**config.mk**
```make
export PLATFORM = sky130hd
export DESIGN_NAME = rng_ctl_top
export DESIGN_NICKNAME = d
export VERILOG_FILES = /design/src/rtl/rng_ctl_pkg.sv /design/src/rtl/rng_op_seq.sv /design/src/rtl/rng_lfsr.sv /design/src/rtl/rng_irq_gen.sv /design/src/rtl/rng_ctl_top.sv
export SDC_FILE = /design/constraint.sdc
export NUM_CORES = 1
export LEC_CHECK = 0
export ABC_CLOCK_PERIOD_IN_PS = 1900
export BUFFER_PORTS_ARGS = -buffer_cell sky130_fd_sc_hd__buf_2
export CAP_MARGIN = 40
export CELL_PAD_IN_SITES_DETAIL_PLACEMENT = 0
export CELL_PAD_IN_SITES_GLOBAL_PLACEMENT = 1
export CORE_UTILIZATION = 38
export CTS_BUF_LIST = sky130_fd_sc_hd__clkbuf_4 sky130_fd_sc_hd__clkbuf_8 sky130_fd_sc_hd__clkbuf_16
export DETAILED_ROUTE_END_ITERATION = 8
export GPL_ROUTABILITY_DRIVEN = 0
export GPL_TIMING_DRIVEN = 1
export HOLD_SLACK_MARGIN = 0.05
export MAX_ROUTING_LAYER = met4
export PLACE_DENSITY_LB_ADDON = 0.1
export SYNTH_ARGS = -nofsm -noshare
export SYNTH_HDL_FRONTEND = slang
export SYNTH_SLANG_ARGS = --single-unit
```
**constraint.sdc**
```tcl
create_clock -name clk -period 1.9 [get_ports clk]
set_clock_uncertainty 0.2 [all_clocks]
set_input_delay 0.19 -clock clk [delete_from_list [all_inputs] [get_ports clk]]
set_output_delay 0.19 -clock clk [all_outputs]
set_load 0.05 [all_outputs]
```
**src/rtl/rng_ctl_pkg.sv**
```systemverilog
package rng_ctl_pkg;

  typedef enum logic [1:0] {
    OP_IDLE = 2'd0,
    OP_RUN  = 2'd1,
    OP_DONE = 2'd2
  } op_state_e;

  // Register offsets (byte addresses)
  localparam int OFS_VER  = 'h00;
  localparam int OFS_CMD  = 'h04;
  localparam int OFS_CTL  = 'h08;
  localparam int OFS_STAT = 'h0C;
  localparam int OFS_DATA = 'h14;

  // Command bits; bit 0 and bit 1 double as the operation index
  localparam int CMD_TEST    = 0;
  localparam int CMD_SEED    = 1;
  localparam int CMD_CLR_IRQ = 4;
  localparam int CMD_CLR_ERR = 5;
  localparam int CMD_SW_RST  = 6;

  // Control bits
  localparam int CTL_AUTO  = 4;
  localparam int CTL_MDONE = 5;
  localparam int CTL_MERR  = 6;

  localparam logic [31:0] ID_WORD = 32'h1000_0240;

  // One step of a Fibonacci shift register, taps 32,22,2,1
  function automatic logic [31:0] lfsr_step(input logic [31:0] s);
    return {s[30:0], s[31] ^ s[21] ^ s[1] ^ s[0]};
  endfunction

  function automatic logic [31:0] status_word(input logic seed_done,
                                              input logic test_done,
                                              input logic busy);
    logic [31:0] w;
    w        = '0;
    w[15:12] = 4'd5;
    w[11:8]  = 4'd5;
    w[6]     = 1'b1;
    w[5]     = seed_done;
    w[4]     = test_done;
    w[1]     = busy;
    w[0]     = ~busy;
    return w;
  endfunction

endpackage

```
**src/rtl/rng_op_seq.sv**
```systemverilog
module rng_op_seq
  import rng_ctl_pkg::*;
#(
  parameter int CYCLES = 16
) (
  input  logic      clk,
  input  logic      rst_n,
  input  logic      start,
  input  logic      clr,
  output op_state_e state_o,
  output logic      done_evt_o
);
  localparam int CNT_W = ($clog2(CYCLES) < 1) ? 1 : $clog2(CYCLES);
  localparam logic [CNT_W-1:0] LOAD = CNT_W'(CYCLES - 1);

  op_state_e        st_q;
  logic [CNT_W-1:0] cnt_q;
  logic             finish;

  assign finish = (st_q == OP_RUN) && (cnt_q == '0);

  always_ff @(posedge clk or negedge rst_n) begin
    if (!rst_n) begin
      st_q  <= OP_IDLE;
      cnt_q <= '0;
    end else if (start) begin
      st_q  <= OP_RUN;
      cnt_q <= LOAD;
    end else if (clr) begin
      st_q  <= OP_IDLE;
      cnt_q <= '0;
    end else if (st_q == OP_RUN) begin
      if (finish) st_q <= OP_DONE;
      else        cnt_q <= cnt_q - 1'b1;
    end
  end

  assign state_o    = st_q;
  assign done_evt_o = finish && !start && !clr;
endmodule

```
**src/rtl/rng_lfsr.sv**
```systemverilog
module rng_lfsr
  import rng_ctl_pkg::*;
#(
  parameter logic [31:0] SEED = 32'hACE1_2D5F
) (
  input  logic        clk,
  input  logic        rst_n,
  input  logic        adv,
  output logic [31:0] word_o
);
  localparam logic [31:0] SAFE_SEED = (SEED == '0) ? 32'h1 : SEED;

  logic [31:0] s_q;

  always_ff @(posedge clk or negedge rst_n) begin
    if (!rst_n)   s_q <= SAFE_SEED;
    else if (adv) s_q <= lfsr_step(s_q);
  end

  assign word_o = s_q;
endmodule

```
**src/rtl/rng_irq_gen.sv**
```systemverilog
module rng_irq_gen (
  input  logic clk,
  input  logic rst_n,
  input  logic done_evt,
  input  logic mask_done,
  input  logic clr,
  output logic irq_o
);
  always_ff @(posedge clk or negedge rst_n) begin
    if (!rst_n)                      irq_o <= 1'b0;
    else if (done_evt && !mask_done) irq_o <= 1'b1;
    else if (clr)                    irq_o <= 1'b0;
  end
endmodule

```
**src/rtl/rng_ctl_top.sv**
```systemverilog
module rng_ctl_top
  import rng_ctl_pkg::*;
#(
  parameter int          ADDR_W      = 8,
  parameter int          SEED_CYCLES = 16,
  parameter int          TEST_CYCLES = 8,
  parameter logic [31:0] LFSR_SEED   = 32'hACE1_2D5F
) (
  input  logic              clk,
  input  logic              rst_n,
  input  logic [ADDR_W-1:0] addr,
  input  logic              wr_en,
  input  logic [31:0]       wr_data,
  input  logic              rd_en,
  output logic [31:0]       rd_data,
  output logic              irq
);
  localparam int N_OPS = 2;  // index 0: self-test, index 1: seed

  // Address decode
  logic sel_ver, sel_cmd, sel_ctl, sel_stat, sel_data;
  assign sel_ver  = (addr == ADDR_W'(OFS_VER));
  assign sel_cmd  = (addr == ADDR_W'(OFS_CMD));
  assign sel_ctl  = (addr == ADDR_W'(OFS_CTL));
  assign sel_stat = (addr == ADDR_W'(OFS_STAT));
  assign sel_data = (addr == ADDR_W'(OFS_DATA));

  // Named internal events
  logic cmd_wr, ctl_wr, soft_rst, clr_irq, data_rd;
  logic [N_OPS-1:0] op_go;
  logic [N_OPS-1:0] op_done;
  logic [N_OPS-1:0] op_run;
  logic [N_OPS-1:0] op_fin;
  logic             busy_any;

  assign cmd_wr   = wr_en && sel_cmd;
  assign ctl_wr   = wr_en && sel_ctl;
  assign soft_rst = cmd_wr && wr_data[CMD_SW_RST];
  assign clr_irq  = cmd_wr && (wr_data[CMD_CLR_ERR] || wr_data[CMD_CLR_IRQ]);
  assign data_rd  = rd_en && sel_data;

  op_state_e op_st [N_OPS];

  for (genvar g = 0; g < N_OPS; g++) begin : g_op
    assign op_go[g] = cmd_wr && wr_data[g];
    rng_op_seq #(
      .CYCLES((g == CMD_TEST) ? TEST_CYCLES : SEED_CYCLES)
    ) seq_i (
      .clk       (clk),
      .rst_n     (rst_n),
      .start     (op_go[g]),
      .clr       (soft_rst),
      .state_o   (op_st[g]),
      .done_evt_o(op_done[g])
    );
    assign op_run[g] = (op_st[g] == OP_RUN);
    assign op_fin[g] = (op_st[g] == OP_DONE);
  end

  assign busy_any = |op_run;

  // Control flags
  logic mask_err_q, mask_done_q, auto_seed_q;

  always_ff @(posedge clk or negedge rst_n) begin
    if (!rst_n) begin
      mask_err_q  <= 1'b0;
      mask_done_q <= 1'b0;
      auto_seed_q <= 1'b0;
    end else if (soft_rst) begin
      mask_err_q  <= 1'b0;
      mask_done_q <= 1'b0;
      auto_seed_q <= 1'b0;
    end else if (ctl_wr) begin
      mask_err_q  <= wr_data[CTL_MERR];
      mask_done_q <= wr_data[CTL_MDONE];
      auto_seed_q <= wr_data[CTL_AUTO];
    end
  end

  rng_irq_gen irq_i (
    .clk      (clk),
    .rst_n    (rst_n),
    .done_evt (|op_done),
    .mask_done(mask_done_q),
    .clr      (clr_irq),
    .irq_o    (irq)
  );

  logic [31:0] lfsr_word;

  rng_lfsr #(.SEED(LFSR_SEED)) lfsr_i (
    .clk   (clk),
    .rst_n (rst_n),
    .adv   (data_rd),
    .word_o(lfsr_word)
  );

  // Read path
  logic [31:0] rd_next;
  always_comb begin
    rd_next = '0;
    if (sel_ver)  rd_next = ID_WORD;
    if (sel_cmd)  rd_next = {30'b0, op_run[CMD_SEED], op_run[CMD_TEST]};
    if (sel_ctl)  rd_next = {25'b0, mask_err_q, mask_done_q, auto_seed_q, 4'b0};
    if (sel_stat) rd_next = status_word(op_fin[CMD_SEED], op_fin[CMD_TEST], busy_any);
    if (sel_data) rd_next = lfsr_word;
  end

  always_ff @(posedge clk or negedge rst_n) begin
    if (!rst_n)     rd_data <= '0;
    else if (rd_en) rd_data <= rd_next;
  end
endmodule

```
==> results.yml <==
synthesis:
  post_synth.cell_area_avg_sq_um: 12.0
  ys_seq_area_share_pct: 58.4
  netlist_area_sq_mm: 0.00342
  postSynthCellCount: 286
  synth_flop_cell: "sky130_fd_sc_hd__dfrtp_1"
  synthesis_stage_register_bit_count: 79
  netlist-cell-type-count: 38
  syn_nets: 334
  share_of_async_settable_or_async_resettable_flops_after_synthesis_pct: 100
  yosysWarnings: 0
  synth-edff-count: 0
clock_tree:
  clock_path_buffers: 2
  ctsHtreeMaxLevel: 3
  clkLatencyLatePin_ps: 350
  tritoncts: "done"
  clock_sink_count: 79
  clkSlewWorstSetupHoldPaths_ps: 80
  cts_made_buffers: 9
  clock_tree.root_cell: "sky130_fd_sc_hd__clkbuf_8"
global_route:
  number_of_antenna_violations_at_the_first_check_in_global_routing: 0
  global_route.overflow_total: 0
  first_global_vias: 2487
  groute.usage.overall_pct: 18.1
  grt_start_max_net_pins: 45
  first_pass_grt_wire_length_mm: 13.0
place:
  placedInstanceArea_sq_mm: 0.00392
  port_buffers: 49
  dpl.hpwl_mm: 5.30
  dpl.cell_count: 451
worst_setup_path:
  critical_path_peak_fanout: 5
  start_kind: "flip-flop"
  critical_path_data_required_time_ps: 1970
  reg2regPathDepth: 7
  end_kind: "flip-flop"
  critical_path.top_delay_family: "simple AND/OR/NAND/NOR gates"
  cp_slowest_cell: "sky130_fd_sc_hd__or3b_4"
  critical_path.n_buffers_inverters: 1
  path_cells: "inv_1 > ha_1 > ha_1 > or3b_4 > nor2_1 > a21oi_1 > o21ai_0"
  worst-endpoint-arrival_ps: 1830
  cpPeakStageDelay_ps: 430
  worst-setup-path-type: "flip-flop to flip-flop"
  timing.critical_path.mode_cell: "sky130_fd_sc_hd__ha_1"
  r2r_slack_ps: 140
  worst_r2r_end: "g_op[0].seq_i.cnt_q[1]"
  timing.rr.start: "g_op[0].seq_i.cnt_q[0]"
route:
  drt_pre_antenna_iters: 4
  route.antenna.remaining_nets: 0
  detailroute.via_count: 2433
  drt-vias-per-instance: 5.14
  drt_initial_violations: 87
  routed_wire_length_per_instance_um: 16.1
  drc: 0
  routed_wl_mm: 7.64
flow_run:
  drv.max_cap_violation_count: 0
power_and_ir_drop:
  total_power_mw: 3.52
  power.ir.vdd_worst_mv: 0.390
  power_frac_comb_pct: 11.6
  power.density_mw_per_mm2: 839
  leakagePower_nw: 2.07
  power_switching_share_pct: 25.9
  p_seq_share_pct: 52.1
  p_int_mw: 2.60
  p_switching_uw: 912
  power_frac_clock_pct: 36.3
sta:
  post-route-min-period_ps: 1760
  setup_repair_after_global_routing_missed_its_margin: "false"
  timing.final.setup_violations: 0
  finalHoldWorstSlack_ps: 73.3
  final-max-slew-violation-count: 0
  final.period_utilization_pct: 92.5
  timing_hold_violations_final: 0
  worst_slew_pin_slew_ps: 398
  finalSetupTns_ps: 0
  timing.max_slew.rel_slack_pct: 73.4
  fmax_mhz: 569
die:
  placement_row_count: 34
  floorplan.die_area_sq_mm: 0.00939
  fp.coreArea_sq_mm: 0.00872
  initial_core_util_pct: 39.3
  dieHeight_um: 96.9
  die_x_extent_um: 96.9
  boundaryPins: 77
final_layout:
  finish.net_count: 408
  finalInstanceArea_sq_mm: 0.00419
  final_layout_size_suffix_gt1_share_pct: 34.0
  finish.cell_count_without_fillers: 473
  antenna_diode_count: 0
  area_delta_synth_final_pct: 22.5
min_path:
  timing.hold.worst.class: "primary input to async pin"
outcome:
  status: "finished clean"
==> how the worst max path moves through the flow <==
stage | start | endpoint | slack [ps] | depth (start not counted)
2_1_floorplan | g_op[0].seq_i.cnt_q[0] | g_op[0].seq_i.cnt_q[1] | 40 | 8
3_3_place_gp | g_op[0].seq_i.cnt_q[0] | g_op[0].seq_i.cnt_q[1] | 60 | 7
3_5_place_dp | g_op[0].seq_i.cnt_q[0] | g_op[0].seq_i.cnt_q[0] | 30 | 6
4_1_cts | g_op[0].seq_i.cnt_q[0] | g_op[0].seq_i.cnt_q[0] | 5 | 6
5_1_grt | g_op[0].seq_i.cnt_q[0] | g_op[0].seq_i.cnt_q[1] | 6 | 7
6_report | g_op[0].seq_i.cnt_q[0] | g_op[0].seq_i.cnt_q[1] | 140 | 7
==> per-layer routing <==
layer / share of wire, % / GRT usage [%] / up-vias / routed length, um
met2: 46 / 25.9 / 50 / 3490
met5: 0 / - / - / 0
met3: 3.2 / 3.32 / 10 / 242
met4: 1.2 / 6.54 / 0 / 92
li1: - / - / 1159 / -
met1: 50 / 25.7 / 1214 / 3810
==> cell usage after synthesis (all sizes together), types with 4 or more instances <==
| cell | number | area, sq um |
|---|---|---|
| mux2 | 33 | 372 |
| a221o | 4 | 40.0 |
| inv | 17 | 63.8 |
| mux2i | 5 | 50.1 |
| clkbuf | 8 | 30.0 |
| a22o | 7 | 61.3 |
| and3 | 5 | 31.3 |
| o2bb2ai | 15 | 131 |
| dfstp | 18 | 473 |
| buf | 5 | 25.0 |
| ha | 4 | 50.1 |
| nor2 | 21 | 78.8 |
| dfrtp | 61 | 1530 |
| nand2 | 22 | 82.6 |
| o21ai | 18 | 90.1 |
| a21oi | 6 | 30.0 |
| a31oi | 5 | 31.3 |
==> power by group through the flow <==
stage,combinational (mW),clock [mW],sequential (mW)
2_1_floorplan,0.233,0,1.86
3_3_place_gp,0.387,0,1.86
3_5_place_dp,0.398,0,1.86
4_1_cts,0.410,1.30,1.83
5_1_grt,0.471,1.39,1.85
6_report,0.408,1.28,1.83
==> cells in the final DEF (no fill, tap or decap), drive strengths merged, types with 4 or more instances in the layout <==
cell type | netlist | final
dfstp | 18 | 18
o21ai | 18 | 18
a221o | 4 | 4
a22o | 7 | 7
dlygate4sd3 | 0 | 6
a31oi | 5 | 5
a21oi | 6 | 6
inv | 17 | 18
dfrtp | 61 | 61
o2bb2ai | 15 | 15
mux2i | 5 | 5
nor2 | 21 | 21
ha | 4 | 4
and3 | 5 | 5
nand2 | 22 | 22
clkbuf | 8 | 11
buf | 5 | 70
mux2 | 33 | 33
==> cell families after synthesis <==
| family | Yosys count | synth area share, % |
|---|---|---|
| XOR/XNOR | 5 | 1.28 |
| AND/OR/NAND/NOR | 67 | 10.1 |
| flip-flops | 79 | 58.4 |
| adder cells (fa/ha/maj) | 4 | 1.46 |
| multiplexers | 38 | 12.3 |
| AO/OA/AOI/OAI | 62 | 12.9 |
| buffers and inverters | 31 | 3.58 |
==> metrics by stage <==
| stage | util, % | setup slack, ps |
|---|---|---|
| 6_report | 48.1 | 143 |
| 5_1_grt | 48.1 | 5.62 |
| 4_1_cts | 48.0 | 4.89 |
| 3_5_place_dp | 45.0 | 28.0 |
| 3_3_place_gp | 45.0 | 58.8 |
| 2_1_floorplan | - | 36.3 |
==> state kept, by name, summed over array words and instances, names as in the netlist <==
| register | cells |
|---|---|
| auto_seed_q | 1 |
| g_op.seq_i.cnt_q | 7 |
| g_op.seq_i.state_o | 4 |
| irq_i.irq_o | 1 |
| lfsr_i.word_o | 32 |
| mask_done_q | 1 |
| mask_err_q | 1 |
| rd_data | 32 |
==> layout make-up <==
type                    instances  area, sq um
inverters                      18         67.6
flip-flops and latches         79         2000
repair buffers                 76          478
clock buffers                  11          145
clock inverters                 5         56.3
multi-input cells             176         1310
well taps                     108          135
fillers                       824         4530
==> repair_timing <==
item / CTS / global route
setup endpoints to repair: 0 / 4
resized for setup: 0 / 4
hold endpoints to repair: 80 / 0
buffers inserted: 0 / 0
hold buffers: 6 / 0
Note: power is estimated with default switching activity, not from simulation.
